===== config.mk =====
export PLATFORM = sky130hd
export DESIGN_NAME = sdram_bank_tracker
export DESIGN_NICKNAME = d
export VERILOG_FILES = /design/src/rtl/sbt_pkg.sv /design/src/rtl/sbt_cmd_decode.sv /design/src/rtl/sbt_last_access.sv /design/src/rtl/sbt_bank_fsm.sv /design/src/rtl/sdram_bank_tracker.sv
export SDC_FILE = /design/constraint.sdc
export NUM_CORES = 1
export LEC_CHECK = 0
export BUFFER_PORTS_ARGS = -buffer_cell sky130_fd_sc_hd__buf_2
export CELL_PAD_IN_SITES_DETAIL_PLACEMENT = 1
export CELL_PAD_IN_SITES_GLOBAL_PLACEMENT = 2
export CORE_MARGIN = 5
export CORE_UTILIZATION = 40
export DETAILED_ROUTE_END_ITERATION = 10
export GPL_ROUTABILITY_DRIVEN = 0
export PLACE_DENSITY = 0.95
export REMOVE_ABC_BUFFERS = 1
export SYNTH_ARGS = -nofsm -noshare
export SYNTH_HDL_FRONTEND = slang
export SYNTH_HIERARCHICAL = 1
export SYNTH_SLANG_ARGS = --single-unit
export TNS_END_PERCENT = 50

===== constraint.sdc =====
create_clock -name clk -period 4 [get_ports clk]
set_input_delay 0.4 -clock clk [delete_from_list [all_inputs] [get_ports clk]]
set_output_delay 0.4 -clock clk [all_outputs]
set_load 0.005 [all_outputs]

===== src/rtl/sbt_pkg.sv =====
package sbt_pkg;

    typedef enum logic [2:0] {
        OP_NOP = 3'd0,
        OP_ACT = 3'd1,
        OP_RD  = 3'd2,
        OP_WR  = 3'd3,
        OP_PRE = 3'd4,
        OP_BST = 3'd5
    } op_e;

    typedef enum logic [2:0] {
        BK_IDLE,
        BK_OPEN,
        BK_BURST,
        BK_BURST_AP,
        BK_STREAM,
        BK_RECOVER
    } bank_st_e;

endpackage


===== src/rtl/sbt_cmd_decode.sv =====
module sbt_cmd_decode
    import sbt_pkg::*;
#(
    parameter int NUM_BANKS = 4,
    parameter int BANK_W    = 2
) (
    input  logic                 cmd_valid,
    input  logic [2:0]           cmd_op,
    input  logic [BANK_W-1:0]    cmd_bank,
    input  logic [BANK_W-1:0]    last_bank,
    output logic [NUM_BANKS-1:0] act_sel,
    output logic [NUM_BANKS-1:0] rw_sel,
    output logic [NUM_BANKS-1:0] pre_sel,
    output logic [NUM_BANKS-1:0] bst_sel
);

    logic is_act, is_rw, is_pre, is_bst;

    always_comb begin
        is_act = cmd_valid && (cmd_op == OP_ACT);
        is_rw  = cmd_valid && ((cmd_op == OP_RD) || (cmd_op == OP_WR));
        is_pre = cmd_valid && (cmd_op == OP_PRE);
        is_bst = cmd_valid && (cmd_op == OP_BST);
    end

    for (genvar b = 0; b < NUM_BANKS; b++) begin : g_sel
        assign act_sel[b] = is_act && (cmd_bank == BANK_W'(b));
        assign rw_sel[b]  = is_rw  && (cmd_bank == BANK_W'(b));
        assign pre_sel[b] = is_pre && (cmd_bank == BANK_W'(b));
        assign bst_sel[b] = is_bst && (last_bank == BANK_W'(b));
    end

endmodule


===== src/rtl/sbt_last_access.sv =====
module sbt_last_access #(
    parameter int BANK_W = 2
) (
    input  logic              clk,
    input  logic              rst_n,
    input  logic              rw_ok,
    input  logic [BANK_W-1:0] cmd_bank,
    output logic [BANK_W-1:0] last_bank
);

    always_ff @(posedge clk or negedge rst_n) begin
        if (!rst_n) begin
            last_bank <= '0;
        end else if (rw_ok) begin
            last_bank <= cmd_bank;
        end
    end

endmodule


===== src/rtl/sbt_bank_fsm.sv =====
module sbt_bank_fsm
    import sbt_pkg::*;
#(
    parameter int ROW_W     = 13,
    parameter int BURST_LEN = 4,
    parameter int T_RP      = 3
) (
    input  logic             clk,
    input  logic             rst_n,
    input  logic             do_act,
    input  logic             do_rw,
    input  logic             do_pre,
    input  logic             do_bst,
    input  logic [ROW_W-1:0] cmd_row,
    input  logic             cmd_ap,
    input  logic             full_page,
    output logic             reject,
    output logic             is_open,
    output logic             is_busy,
    output logic [ROW_W-1:0] row_q
);

    localparam int MAXC  = (BURST_LEN > T_RP) ? BURST_LEN : T_RP;
    localparam int CNT_W = (MAXC > 1) ? $clog2(MAXC + 1) : 1;
    localparam logic [CNT_W-1:0] BL_LOAD = CNT_W'(BURST_LEN - 1);
    localparam logic [CNT_W-1:0] RP_LOAD = CNT_W'(T_RP - 1);
    localparam logic [CNT_W-1:0] ONE     = CNT_W'(1);

    bank_st_e         state_q, state_d;
    logic [CNT_W-1:0] cnt_q, cnt_d;

    // Legality of the command aimed at this bank
    always_comb begin
        reject = 1'b0;
        unique case (state_q)
            BK_IDLE:                       reject = do_rw;
            BK_OPEN, BK_BURST, BK_STREAM:  reject = do_act;
            BK_BURST_AP:                   reject = do_act | do_rw | do_pre | do_bst;
            BK_RECOVER:                    reject = do_act | do_rw | do_pre;
            default:                       reject = 1'b0;
        endcase
    end

    // Next state: timers first, an accepted command overrides them
    always_comb begin
        state_d = state_q;
        cnt_d   = cnt_q;
        unique case (state_q)
            BK_BURST: begin
                if (cnt_q == '0) state_d = BK_OPEN;
                else             cnt_d   = cnt_q - ONE;
            end
            BK_BURST_AP: begin
                if (cnt_q == '0) begin
                    state_d = BK_RECOVER;
                    cnt_d   = RP_LOAD;
                end else begin
                    cnt_d = cnt_q - ONE;
                end
            end
            BK_RECOVER: begin
                if (cnt_q == '0) state_d = BK_IDLE;
                else             cnt_d   = cnt_q - ONE;
            end
            default: ;
        endcase

        if (!reject) begin
            if (do_act) begin
                state_d = BK_OPEN;
            end else if (do_rw) begin
                if (full_page) begin
                    state_d = BK_STREAM;
                end else begin
                    state_d = cmd_ap ? BK_BURST_AP : BK_BURST;
                    cnt_d   = BL_LOAD;
                end
            end else if (do_pre && (state_q == BK_OPEN || state_q == BK_BURST ||
                                    state_q == BK_STREAM)) begin
                state_d = BK_RECOVER;
                cnt_d   = RP_LOAD;
            end else if (do_bst && (state_q == BK_BURST || state_q == BK_STREAM)) begin
                state_d = BK_OPEN;
            end
        end
    end

    // State register
    always_ff @(posedge clk or negedge rst_n) begin
        if (!rst_n) begin
            state_q <= BK_IDLE;
            cnt_q   <= '0;
        end else begin
            state_q <= state_d;
            cnt_q   <= cnt_d;
        end
    end

    // Row capture on an accepted activate
    always_ff @(posedge clk or negedge rst_n) begin
        if (!rst_n) begin
            row_q <= '0;
        end else if (do_act && !reject) begin
            row_q <= cmd_row;
        end
    end

    // Status outputs
    always_comb begin
        is_open = 1'b0;
        is_busy = 1'b0;
        unique case (state_q)
            BK_IDLE: ;
            BK_OPEN, BK_BURST, BK_STREAM: is_open = 1'b1;
            BK_BURST_AP: begin
                is_open = 1'b1;
                is_busy = 1'b1;
            end
            BK_RECOVER: is_busy = 1'b1;
            default: ;
        endcase
    end

endmodule


===== src/rtl/sdram_bank_tracker.sv =====
module sdram_bank_tracker
    import sbt_pkg::*;
#(
    parameter int NUM_BANKS = 4,
    parameter int ROW_W     = 13,
    parameter int BURST_LEN = 4,
    parameter int T_RP      = 3,
    localparam int BANK_W   = (NUM_BANKS > 1) ? $clog2(NUM_BANKS) : 1
) (
    input  logic                       clk,
    input  logic                       rst_n,
    input  logic                       cmd_valid,
    input  logic [2:0]                 cmd_op,
    input  logic [BANK_W-1:0]          cmd_bank,
    input  logic [ROW_W-1:0]           cmd_row,
    input  logic                       cmd_ap,
    input  logic                       full_page,
    output logic [NUM_BANKS-1:0]       bank_open,
    output logic [NUM_BANKS-1:0]       bank_busy,
    output logic [NUM_BANKS*ROW_W-1:0] bank_row,
    output logic                       cmd_illegal
);

    logic [NUM_BANKS-1:0] act_sel, rw_sel, pre_sel, bst_sel, reject;
    logic [BANK_W-1:0]    last_bank;
    logic                 any_reject;
    logic                 rw_ok;

    sbt_cmd_decode #(.NUM_BANKS(NUM_BANKS), .BANK_W(BANK_W)) u_dec (
        .cmd_valid (cmd_valid),
        .cmd_op    (cmd_op),
        .cmd_bank  (cmd_bank),
        .last_bank (last_bank),
        .act_sel   (act_sel),
        .rw_sel    (rw_sel),
        .pre_sel   (pre_sel),
        .bst_sel   (bst_sel)
    );

    for (genvar b = 0; b < NUM_BANKS; b++) begin : g_bank
        logic [ROW_W-1:0] row_b;
        sbt_bank_fsm #(.ROW_W(ROW_W), .BURST_LEN(BURST_LEN), .T_RP(T_RP)) u_fsm (
            .clk       (clk),
            .rst_n     (rst_n),
            .do_act    (act_sel[b]),
            .do_rw     (rw_sel[b]),
            .do_pre    (pre_sel[b]),
            .do_bst    (bst_sel[b]),
            .cmd_row   (cmd_row),
            .cmd_ap    (cmd_ap),
            .full_page (full_page),
            .reject    (reject[b]),
            .is_open   (bank_open[b]),
            .is_busy   (bank_busy[b]),
            .row_q     (row_b)
        );
        assign bank_row[b*ROW_W +: ROW_W] = row_b;
    end

    assign any_reject = |reject;
    assign rw_ok      = (|rw_sel) && !any_reject;

    sbt_last_access #(.BANK_W(BANK_W)) u_last (
        .clk       (clk),
        .rst_n     (rst_n),
        .rw_ok     (rw_ok),
        .cmd_bank  (cmd_bank),
        .last_bank (last_bank)
    );

    always_ff @(posedge clk or negedge rst_n) begin
        if (!rst_n) cmd_illegal <= 1'b0;
        else        cmd_illegal <= any_reject;
    end

endmodule


==> results of run 1 <==
cell type report:
cell class                      instances  share of cell area (%)
Multi-Input combinational cell        358                    48.7
Sequential cell                        79                    32.9
Timing Repair Buffer                   88                    7.59
Clock buffer                           11                    3.88
Tap cell                              176                    3.67
Inverter                               29                    1.81
Clock inverter                          5                    1.38
cells in the mapped netlist, drive strengths merged (8+ instances only):
library cell and number:
a211oi 9, a21oi 14, buf 31, dfrtp 79, ha 12, inv 29, mux2 58, mux2i 9
nand2 12, nand2b 8, nor2 27, nor2b 25, nor3 13, nor3b 12, o211ai 12, o21ai 28
xnor2 8
worst min path at each step:
stage / startpoint / to / slack, ns
2_1_floorplan: rst_n / cmd_illegal$_DFF_PN0_ / 0.10
3_3_place_gp: g_bank[3].u_fsm/row_q[10]$_DFFE_PN0P_ / g_bank[3].u_fsm/row_q[10]$_DFFE_PN0P_ / 0.47
6_report: rst_n / g_bank[2].u_fsm/row_q[4]$_DFFE_PN0P_ / 0.22
4_1_cts: rst_n / g_bank[3].u_fsm/cnt_q[1]$_DFF_PN0_ / 0.27
5_1_grt: cmd_row[2] / g_bank[3].u_fsm/row_q[2]$_DFFE_PN0P_ / 0.32
3_5_place_dp: g_bank[3].u_fsm/row_q[10]$_DFFE_PN0P_ / g_bank[3].u_fsm/row_q[10]$_DFFE_PN0P_ / 0.48
logic make-up (layout without fill, tap and decap cells):
| family | Yosys count | after routing | share of synthesized area, % |
|---|---|---|---|
| buf+inv | 61 | 133 | 7.38 |
| fa+ha+maj | 12 | 12 | 2.84 |
| simple gates | 149 | 149 | 17.8 |
| flops | 79 | 79 | 37.4 |
| mux | 67 | 67 | 14.9 |
| xor+xnor | 8 | 8 | 1.68 |
| compound gates | 122 | 122 | 18.1 |
report_power, final:
part	total (mW)	switching, mW	internal (mW)	leakage, nW
Combinational	1.69	0.786	0.908	1.72
Clock	0.879	0.331	0.548	0.154
Sequential	1.47	0.417	1.06	1.01
worst max-delay path, stage by stage (launching register included):
cell and delay (ns):
dfrtp_1 0.61, and3_1 0.29, o21ai_0 0.38, and2_4 0.26, inv_1 0.05, or4_4 0.50
nor2_1 0.18, mux2_2 0.35
state kept, by name, summed over array words and instances, names as in the netlist:
name                  cells
g_bank.u_fsm/cnt_q       12
g_bank.u_fsm/row_q       52
g_bank.u_fsm/state_q     12
u_last/last_bank          2
cmd_illegal               1
metal layers:
layer	vias up	track usage (%)
li1	1969	-
met1	2084	24.5
met2	115	29.2
met3	17	3.62
met4	0	5.74
met5	-	0
metrics by stage:
| stage | hold slack [ns] | cell area, um^2 | utilization (%) |
|---|---|---|---|
| floorplan | 0.104 | 5010 | - |
| global placement | 0.470 | 5690 | 43.5 |
| detailed placement | 0.482 | 5690 | 43.5 |
| CTS | 0.269 | 6000 | 45.9 |
| global route | 0.320 | 6000 | 45.9 |
| finish | 0.221 | 6000 | 45.9 |
==> reports/metrics.cfg, run 1 <==
[outcome]
status=completed

[routing]
viasPerCell=5.61
maxUsedRoutingLayer=met4
wl_met2_mm=6.53
wl_per_cell_um=18.7
vias=4185
antenna_left=0
routed_wl_mm=13.9
drt-pass1-iter-count=4
wl_met1_mm=6.49
wl_met3_um=728
first_iter_violations=252
drc=0

[critical_path]
cp.arrival_ns=2.97
r2r_slack_ns=1.26
startpoint=g_bank[0].u_fsm/state_q[0]$_DFF_PN0_
start_kind=register
reg2regPathDepth=7
rr_startpoint=g_bank[0].u_fsm/state_q[0]$_DFF_PN0_
crit_path_end_kind=register
worstSetupEndpoint=u_last/last_bank[0]$_DFFE_PN0P_
crit_path_max_fanout=20
path_class=reg -> reg
required_ns=4.23
timing.rr.end=u_last/last_bank[0]$_DFFE_PN0P_

[clock_network]
clk_pin_slew_ns=0.06
cts_buffers=9
cts_tree=yes
cts_hold_buffers=0
htree_levels=3
cts_sinks=79
cts_buffer_depth=2
clock_latency_ns=0.35
post_cts_buffers=0
cts_resized=0
root_buffer=clkbuf_16

[synth]
synth_area_leaders=dfrtp_1 (37%), mux2_2 (8.1%), buf_6 (3.8%)
synth_ff_type=dfrtp_1
yosysUniqueCellTypes=81
synth_edf_count=0
synthesis.area_mm2=0.00529
avgSynthCellArea_um2=10.6
synth_seq_cells=79
async_flop_share_pct=100
syn_inst=498
seq_area_frac_synth_pct=37.4
yosysWarnings=6
synth_top_area_cell=dfrtp_1
synth_top_area_share_pct=37.4

[final_layout]
final-seq-area_mm2=0.00198
final_common_cell=buf_2
multi_input_area_mm2=0.00293
final_cell_mix=buf_2 (82), dfrtp_1 (79), mux2_2 (38), nor2_1 (27), inv_1 (26)
fill_cells=1502
finalNonFillerCells=746
drive_gt1_share_pct=33.5
syn_to_final_growth_pct=13.4
nets=600
diodes=0

[timing]
hold_violations=0
fin_crit_sh_pct=68.4
finalWorstSetupSlack_ns=1.26
max_freq_mhz=366
maxSlewViolCount=0
worst_pin_slew_ns=1.12
rsz0062_at_grt=false
final.setup_skew_ns=0.00636
slew_headroom_pct=24.7
setup_viol=0
layout_min_cycle_time_ns=2.74
fin_setup_tns_ns=0

[floorplanning]
row_count=42
die_y_um=125
die_area_mm2=0.0156
start_util_pct=40.4
fp.coreArea_mm2=0.0131
top_level_ports=84
die_w_um=125

[power]
leakage_nw=2.89
power.density_mw_per_mm2=674
fin_total_pwr_mw=4.05
peakVddDrop_uv=282

[flow_run]
maxCapViolCount=0

[placement]
pre_cts_slack_ns=0.965
dp.cells=730
port_buffers=83
dp_hpwl_mm=10.2

[hold_path]
min_path_type=in -> async

[global_route]
grt_pass1_wl_mm=23.5
track_usage_pct=18.1
grt_max_degree=80
first_global_vias=4468
gr-total-overflow=0
antenna_found_initial=0

(Power assumes the default switching activity.)
==> inputs of run 2 (changes only) <==
- CORE_UTILIZATION: 40 -> 37
- PLACE_DENSITY: 0.95 -> 0.92
- clock period: 4 -> 2.75 ns (I/O delays scaled with it)
==> run 2 against run 1 <==
The flow now finishes with violations (hold timing). Power is 45% higher. Fmax is 8.2% higher. Hold slack worse by 0.23 ns. Die area is 7.5% higher. Via count is 3.2% higher.
==> reports/metrics.cfg, run 2 (synthesis results as in run 1) <==
[timing]
fin_crit_sh_pct=91.9  ; was 68.4%
maxSlewViolCount=0  ; unchanged
layout_min_cycle_time_ns=2.53  ; was 2.74 ns
hold-worst-slack_ns=-0.00814  ; was 0.221 ns
finalWorstSetupSlack_ns=0.222  ; was 1.26 ns
slew_headroom_pct=47.8  ; was 24.7%
setup_viol=0  ; unchanged
max_freq_mhz=396  ; was 366 MHz
fin_setup_tns_ns=0  ; unchanged
worst_pin_slew_ns=0.783  ; was 1.12 ns
hold_violations=6  ; was 0
final.setup_skew_ns=0.00396  ; was 0.00636 ns
rsz0062_at_grt=false  ; unchanged

[critical_path]
r2r_slack_ns=0.22  ; was 1.26 ns
path_cells=nor3b_1 > and3_1 > o21ai_1 > and2_4 > inv_1 > or4_4 > nor2_1 > mux2_2  ; was and3_1 > o21ai_0 > and2_4 > inv_1 > or4_4 > nor2_1 > mux2_2
start_kind=register  ; unchanged
rr_startpoint=u_last/last_bank[0]$_DFFE_PN0P_  ; was g_bank[0].u_fsm/state_q[0]$_DFF_PN0_
slowest_stage=or4_4  ; was dfrtp_1
cp.arrival_ns=2.75  ; was 2.97 ns
required_ns=2.97  ; was 4.23 ns
crit_path_max_fanout=5  ; was 20
timing.rr.end=u_last/last_bank[0]$_DFFE_PN0P_  ; unchanged
path_class=reg -> reg  ; unchanged
reg2regPathDepth=8  ; was 7
slowest_delay_ns=0.53  ; was 0.61 ns
crit_path_end_kind=register  ; unchanged

[routing]
wl_per_cell_um=18.5  ; was 18.7 um
antenna_left=0  ; unchanged
first_iter_violations=183  ; was 252
vias=4317  ; was 4185
routed_wl_mm=14.3  ; was 13.9 mm
drt-pass1-iter-count=4  ; unchanged
viasPerCell=5.56  ; was 5.61
drc=0  ; unchanged

[global_route]
grt_pass1_wl_mm=23.5  ; about the same
grt_max_degree=55  ; was 80
track_usage_pct=17.4  ; was 18.1%
gr-total-overflow=0  ; unchanged
first_global_vias=4503  ; was 4468
antenna_found_initial=0  ; unchanged

[power]
p_int_mw=3.59  ; was 2.51 mW
power.share.combinational_pct=48.6  ; was 41.8%
switchingPower_mw=2.30  ; was 1.53 mW
leakage_nw=3.00  ; was 2.89 nW
p_sw_share_pct=39.0  ; was 37.9%
peakVddDrop_uv=352  ; was 282 uV
fin_total_pwr_mw=5.88  ; was 4.05 mW
power.density_mw_per_mm2=955  ; was 674 mW/mm^2
pwr-share-clk_pct=19.4  ; was 21.7%
seqPwrFrac_pct=32.0  ; was 36.4%

[floorplanning]
fp.coreArea_mm2=0.0139  ; was 0.0131 mm^2
row_count=43  ; was 42
top_level_ports=84  ; unchanged
start_util_pct=38.0  ; was 40.4%
die_y_um=130  ; was 125 um
die_area_mm2=0.0168  ; was 0.0156 mm^2
die_w_um=130  ; was 125 um

[placement]
pre_cts_slack_ns=0.0255  ; was 0.965 ns
dpl_cell_area_mm2=0.00589  ; was 0.00569 mm^2
dp_hpwl_mm=10.8  ; was 10.2 mm
dp.cells=760  ; was 730
port_buffers=83  ; unchanged

[clock_network]
cts_tree=yes  ; unchanged
clk_pin_slew_ns=0.07  ; was 0.06 ns
root_buffer=clkbuf_16  ; unchanged
post_cts_buffers=0  ; unchanged
cts_resized=0  ; unchanged
htree_levels=3  ; unchanged
cts_hold_buffers=0  ; unchanged
cts_buffer_depth=2  ; unchanged
cts_sinks=79  ; unchanged
clock_latency_ns=0.34  ; was 0.35 ns
cts_buffers=9  ; unchanged

[final_layout]
multi_input_area_mm2=0.00293  ; unchanged
top_register=g_bank.u_fsm/row_q  ; unchanged
reg_top3=g_bank.u_fsm/row_q x52, g_bank.u_fsm/cnt_q x12, g_bank.u_fsm/state_q x12  ; unchanged
finalNonFillerCells=776  ; was 746
largest_reg_flops=52  ; unchanged
drive_gt1_share_pct=36.7  ; was 33.5%
final_area_mm2=0.00616  ; was 0.00600 mm^2
final_cell_mix=buf_2 (82), dfrtp_1 (79), mux2_2 (38), buf_4 (32), nor2_1 (27)  ; was buf_2 (82), dfrtp_1 (79), mux2_2 (38), nor2_1 (27), inv_1 (26)
final-seq-area_mm2=0.00198  ; unchanged
nets=626  ; was 600
fill_cells=1590  ; was 1502
syn_to_final_growth_pct=16.5  ; was 13.4%
utilization_pct=44.2  ; was 45.9%
final_common_cell=buf_2  ; unchanged
diodes=0  ; unchanged

[outcome]
violations=hold timing
status=finished, violations left  ; was completed

[flow_run]
maxCapViolCount=0  ; unchanged

[hold_path]
min_path_type=in -> async  ; unchanged

run 2: cell types whose count changed in the layout (fill, tap and decap cells not counted):
cell and delta:
clkinv_2 +1, clkinv_4 -2, clkinvlp_4 +1, inv_6 +4, clkbuf_1 -2, bufinv_16 -2, buf_4 +26
run 2: routing by layer:
layer / vias up / global-route usage (%) / wire length [um]
met2: 87 / 29.0 / 6990
li1: 2019 / - / -
met1: 2189 / 22.9 / 6490
met4: 0 / 5.62 / 288
met3: 22 / 3.26 / 579
met5: - / 0 / 0
run 2: layout make-up:
type,count,share of cell area [%]
sequential,79,32.1
clock buffer,9,3.65
timing repair buffer,114,10.6
inverter,29,1.77
clock inverter,7,0.852
tap,180,3.65
multi-input combinational,358,47.5
run 2: power by group through the flow:
| stage | clock network (mW) | logic, mW | registers (mW) |
|---|---|---|---|
| finish | 1.14 | 2.86 | 1.88 |
| global route | 1.24 | 3.18 | 1.93 |
| global placement | 0 | 2.77 | 1.87 |
| CTS | 1.18 | 2.90 | 1.88 |
| floorplan | 0 | 1.72 | 2.00 |
| detailed placement | 0 | 2.89 | 1.90 |
run 2: worst max path at each step:
stage	endpoint	startpoint	slack [ns]	cells after the start
finish	u_last/last_bank[0]$_DFFE_PN0P_	u_last/last_bank[0]$_DFFE_PN0P_	0.22	8
global route	u_last/last_bank[1]$_DFFE_PN0P_	u_last/last_bank[0]$_DFFE_PN0P_	0.09	8
CTS	u_last/last_bank[0]$_DFFE_PN0P_	u_last/last_bank[0]$_DFFE_PN0P_	0.24	8
detailed placement	u_last/last_bank[0]$_DFFE_PN0P_	cmd_bank[1]	0.03	11
global placement	u_last/last_bank[1]$_DFFE_PN0P_	cmd_op[2]	0.16	11
floorplan	u_last/last_bank[0]$_DFFE_PN0P_	cmd_op[1]	0.24	9
run 2: critical path: cells and delay by family, from the launching register on:
| kind | cells | cell delay [ns] |
|---|---|---|
| AND/OR/NAND/NOR | 5 | 1.32 |
| AO/OA/AOI/OAI | 1 | 0.28 |
| multiplexers | 1 | 0.36 |
| buffers and inverters | 1 | 0.04 |
| flip-flops | 1 | 0.42 |
==> inputs of run 3 (changes only) <==
- ABC_AREA: not set -> 1
- CORE_UTILIZATION: 37 -> 31
- PLACE_DENSITY: 0.92 -> 0.91
==> run 3 against run 2 <==
The flow now finishes without violations. Sequential share of layout area grew 2.5 points. Die area grew 6.4%. Hold slack gained 0.19 ns. First-iteration DRC count shrank 28%. Critical path type unchanged. Largest power group unchanged. Area after synthesis shrank 10%.
==> reports/metrics.cfg, run 3 <==
[timing]
max_freq_mhz=543  ; was 396 MHz
maxSlewViolCount=0  ; unchanged
layout_min_cycle_time_ns=1.84  ; was 2.53 ns
hold-worst-slack_ns=0.185  ; was -0.00814 ns
fin_setup_tns_ns=0  ; unchanged
rsz0062_at_grt=false  ; unchanged
final.setup_skew_ns=0.00731  ; was 0.00396 ns
worst_pin_slew_ns=0.575  ; was 0.783 ns
slew_headroom_pct=61.7  ; was 47.8%
setup_viol=0  ; unchanged
hold_violations=0  ; was 6
fin_crit_sh_pct=66.9  ; was 91.9%

[global_route]
antenna_found_initial=1  ; was 0
gr-total-overflow=0  ; unchanged
grt_pass1_wl_mm=23.9  ; was 23.5 mm
grt_max_degree=44  ; was 55
track_usage_pct=16.7  ; was 17.4%
first_global_vias=4816  ; was 4503

[synth]
netlist_top_cells_count=nand2_1 (295), inv_1 (87), dfrtp_1 (79)  ; was dfrtp_1 (79), mux2_2 (38), nor2_1 (27)
synth_ff_type=dfrtp_1  ; unchanged
yosysMostFrequentCell=nand2_1  ; was dfrtp_1
synth_edf_count=0  ; unchanged
synth_top_area_cell=dfrtp_1  ; unchanged
syn_inst=680  ; was 498
yosysUniqueCellTypes=26  ; was 81
synthesis.area_mm2=0.00474  ; was 0.00529 mm^2
synth_top_area_share_pct=41.7  ; was 37.4%
async_flop_share_pct=100  ; unchanged
seq_area_frac_synth_pct=41.7  ; was 37.4%
yosysWarnings=6  ; unchanged
avgSynthCellArea_um2=6.98  ; was 10.6 um^2
synth_seq_cells=79  ; unchanged
synth_area_leaders=dfrtp_1 (42%), nand2_1 (23%), inv_1 (6.9%)  ; was dfrtp_1 (37%), mux2_2 (8.1%), buf_6 (3.8%)

[outcome]
status=completed  ; was finished, violations left

[final_layout]
largest_reg_flops=52  ; unchanged
top_register=g_bank.u_fsm/row_q  ; unchanged
syn_to_final_growth_pct=20.5  ; was 16.5%
nets=809  ; was 626
final_common_cell=nand2_1  ; was buf_2
final_cell_mix=nand2_1 (295), inv_1 (87), buf_2 (82), dfrtp_1 (79), nand3_1 (54)  ; was buf_2 (82), dfrtp_1 (79), mux2_2 (38), buf_4 (32), nor2_1 (27)
reg_top3=g_bank.u_fsm/row_q x52, g_bank.u_fsm/cnt_q x12, g_bank.u_fsm/state_q x12  ; unchanged
drive_gt1_share_pct=18.9  ; was 36.7%
utilization_pct=37.9  ; was 44.2%
diodes=0  ; unchanged

[critical_path]
reg2regPathDepth=11  ; was 8
crit_path_max_fanout=7  ; was 5
cp.arrival_ns=2.07  ; was 2.75 ns
crit_path_end_kind=register  ; unchanged
start_kind=register  ; unchanged
required_ns=2.98  ; was 2.97 ns
path_class=reg -> reg  ; unchanged

[floorplanning]
fp.coreArea_mm2=0.0151  ; was 0.0139 mm^2
top_level_ports=84  ; unchanged
die_w_um=134  ; was 130 um
row_count=45  ; was 43
die_area_mm2=0.0179  ; was 0.0168 mm^2
start_util_pct=31.4  ; was 38.0%
die_y_um=134  ; was 130 um

[routing]
wl_per_cell_um=14.7  ; was 18.5 um
vias=4549  ; was 4317
first_iter_violations=132  ; was 183
drc=0  ; unchanged
drt-pass1-iter-count=4  ; unchanged
viasPerCell=4.70  ; was 5.56
routed_wl_mm=14.2  ; was 14.3 mm
antenna_left=0  ; unchanged

[clock_network]
cts_buffers=9  ; unchanged
htree_levels=3  ; unchanged
clock_latency_ns=0.35  ; was 0.34 ns
root_buffer=clkbuf_16  ; unchanged
clk_pin_slew_ns=0.06  ; was 0.07 ns
cts_buffer_depth=2  ; unchanged
cts_tree=yes  ; unchanged
cts_sinks=79  ; unchanged

[power]
leakage_nw=3.34  ; was 3.00 nW
peakVddDrop_uv=423  ; was 352 uV
power.density_mw_per_mm2=846  ; was 955 mW/mm^2

[hold_path]
min_path_type=in -> reg  ; was in -> async
hold_depth=3

[placement]
port_buffers=83  ; unchanged
dp_hpwl_mm=11.0  ; was 10.8 mm

[flow_run]
maxCapViolCount=0  ; unchanged

[run 3: cell type report]
| cell class | instances | area [um^2] |
|---|---|---|
| clock buffer | 10 | 229 |
| clock inverter | 6 | 116 |
| fill | 1964 | 9370 |
| inverter | 96 | 370 |
| multi-input combinational | 497 | 2310 |
| sequential | 79 | 1980 |
| tap | 188 | 235 |
| timing repair buffer | 91 | 480 |
[run 3: path summary, 6_finish.rpt]
check | startpoint | slack, ns | end
worst max-delay path | g_bank[1].u_fsm/state_q[0]$_DFF_PN0_ | 0.91 | u_last/last_bank[0]$_DFFE_PN0P_
worst min-delay path | cmd_row[0] | 0.19 | g_bank[2].u_fsm/row_q[0]$_DFFE_PN0P_
worst max register to register | g_bank[1].u_fsm/state_q[0]$_DFF_PN0_ | 0.91 | u_last/last_bank[0]$_DFFE_PN0P_
worst min register to register | g_bank[1].u_fsm/row_q[5]$_DFFE_PN0P_ | 0.47 | g_bank[1].u_fsm/row_q[5]$_DFFE_PN0P_
max in group asynchronous | rst_n | 1.57 | g_bank[0].u_fsm/row_q[0]$_DFFE_PN0P_
min in group asynchronous | rst_n | 0.47 | g_bank[1].u_fsm/row_q[8]$_DFFE_PN0P_
[run 3: cells by family (layout without fill, tap and decap cells)]
logic type	Yosys count	count (layout)	share of synthesized area (%)
and+or+nand+nor	439	439	40.0
xor gates and xnor gates	4	4	0.739
buffers and inverters	104	203	9.63
DFF	79	79	41.7
AOI/OAI and AO/OA	42	42	4.83
adders and majority gates	12	12	3.17
[run 3: what timing repair did]
item | in CTS | in global routing
gates resized for setup | 0 | 0
hold buffers | 1 | 0
hold endpoints to repair | 41 | 0
setup buffers | 0 | 0
[run 3: critical path: stages (launching register included)]
cell     delay (ns)
dfrtp_1        0.48
inv_1          0.09
nand3_1        0.17
nand3_1        0.16
nand2_1        0.15
nand2_4        0.11
nor2_2         0.12
nand2_1        0.08
nor2_1         0.18
inv_1          0.08
nand2_1        0.07
nand2_1        0.05
[run 3: power breakdown]
group	total (mW)	switching, mW	internal (mW)
Clock	1.40	0.508	0.894
Sequential	1.71	0.230	1.48
Combinational	1.73	1.06	0.664
Total	4.83	1.80	3.03
[run 3: layer usage]
layer | part of all wire [%] | GRT usage, % | vias to the layer above
li1 | - | - | 2283
met1 | 45 | 20.3 | 2164
met2 | 46 | 27.7 | 86
met4 | 1.1 | 4.17 | 2
met3 | 8.3 | 6.65 | 14
met5 | 0.049 | 0 | -
[run 3: stage by stage]
step	setup WS [ns]	power, mW	instances	instance area [um^2]
detailed placement	0.667	3.48	950	5360
CTS	0.889	4.92	967	5720
floorplan	1.10	2.84	672	4660
finish	0.909	4.83	967	5720
global placement	0.654	3.44	950	5360
global route	0.660	5.27	967	5720
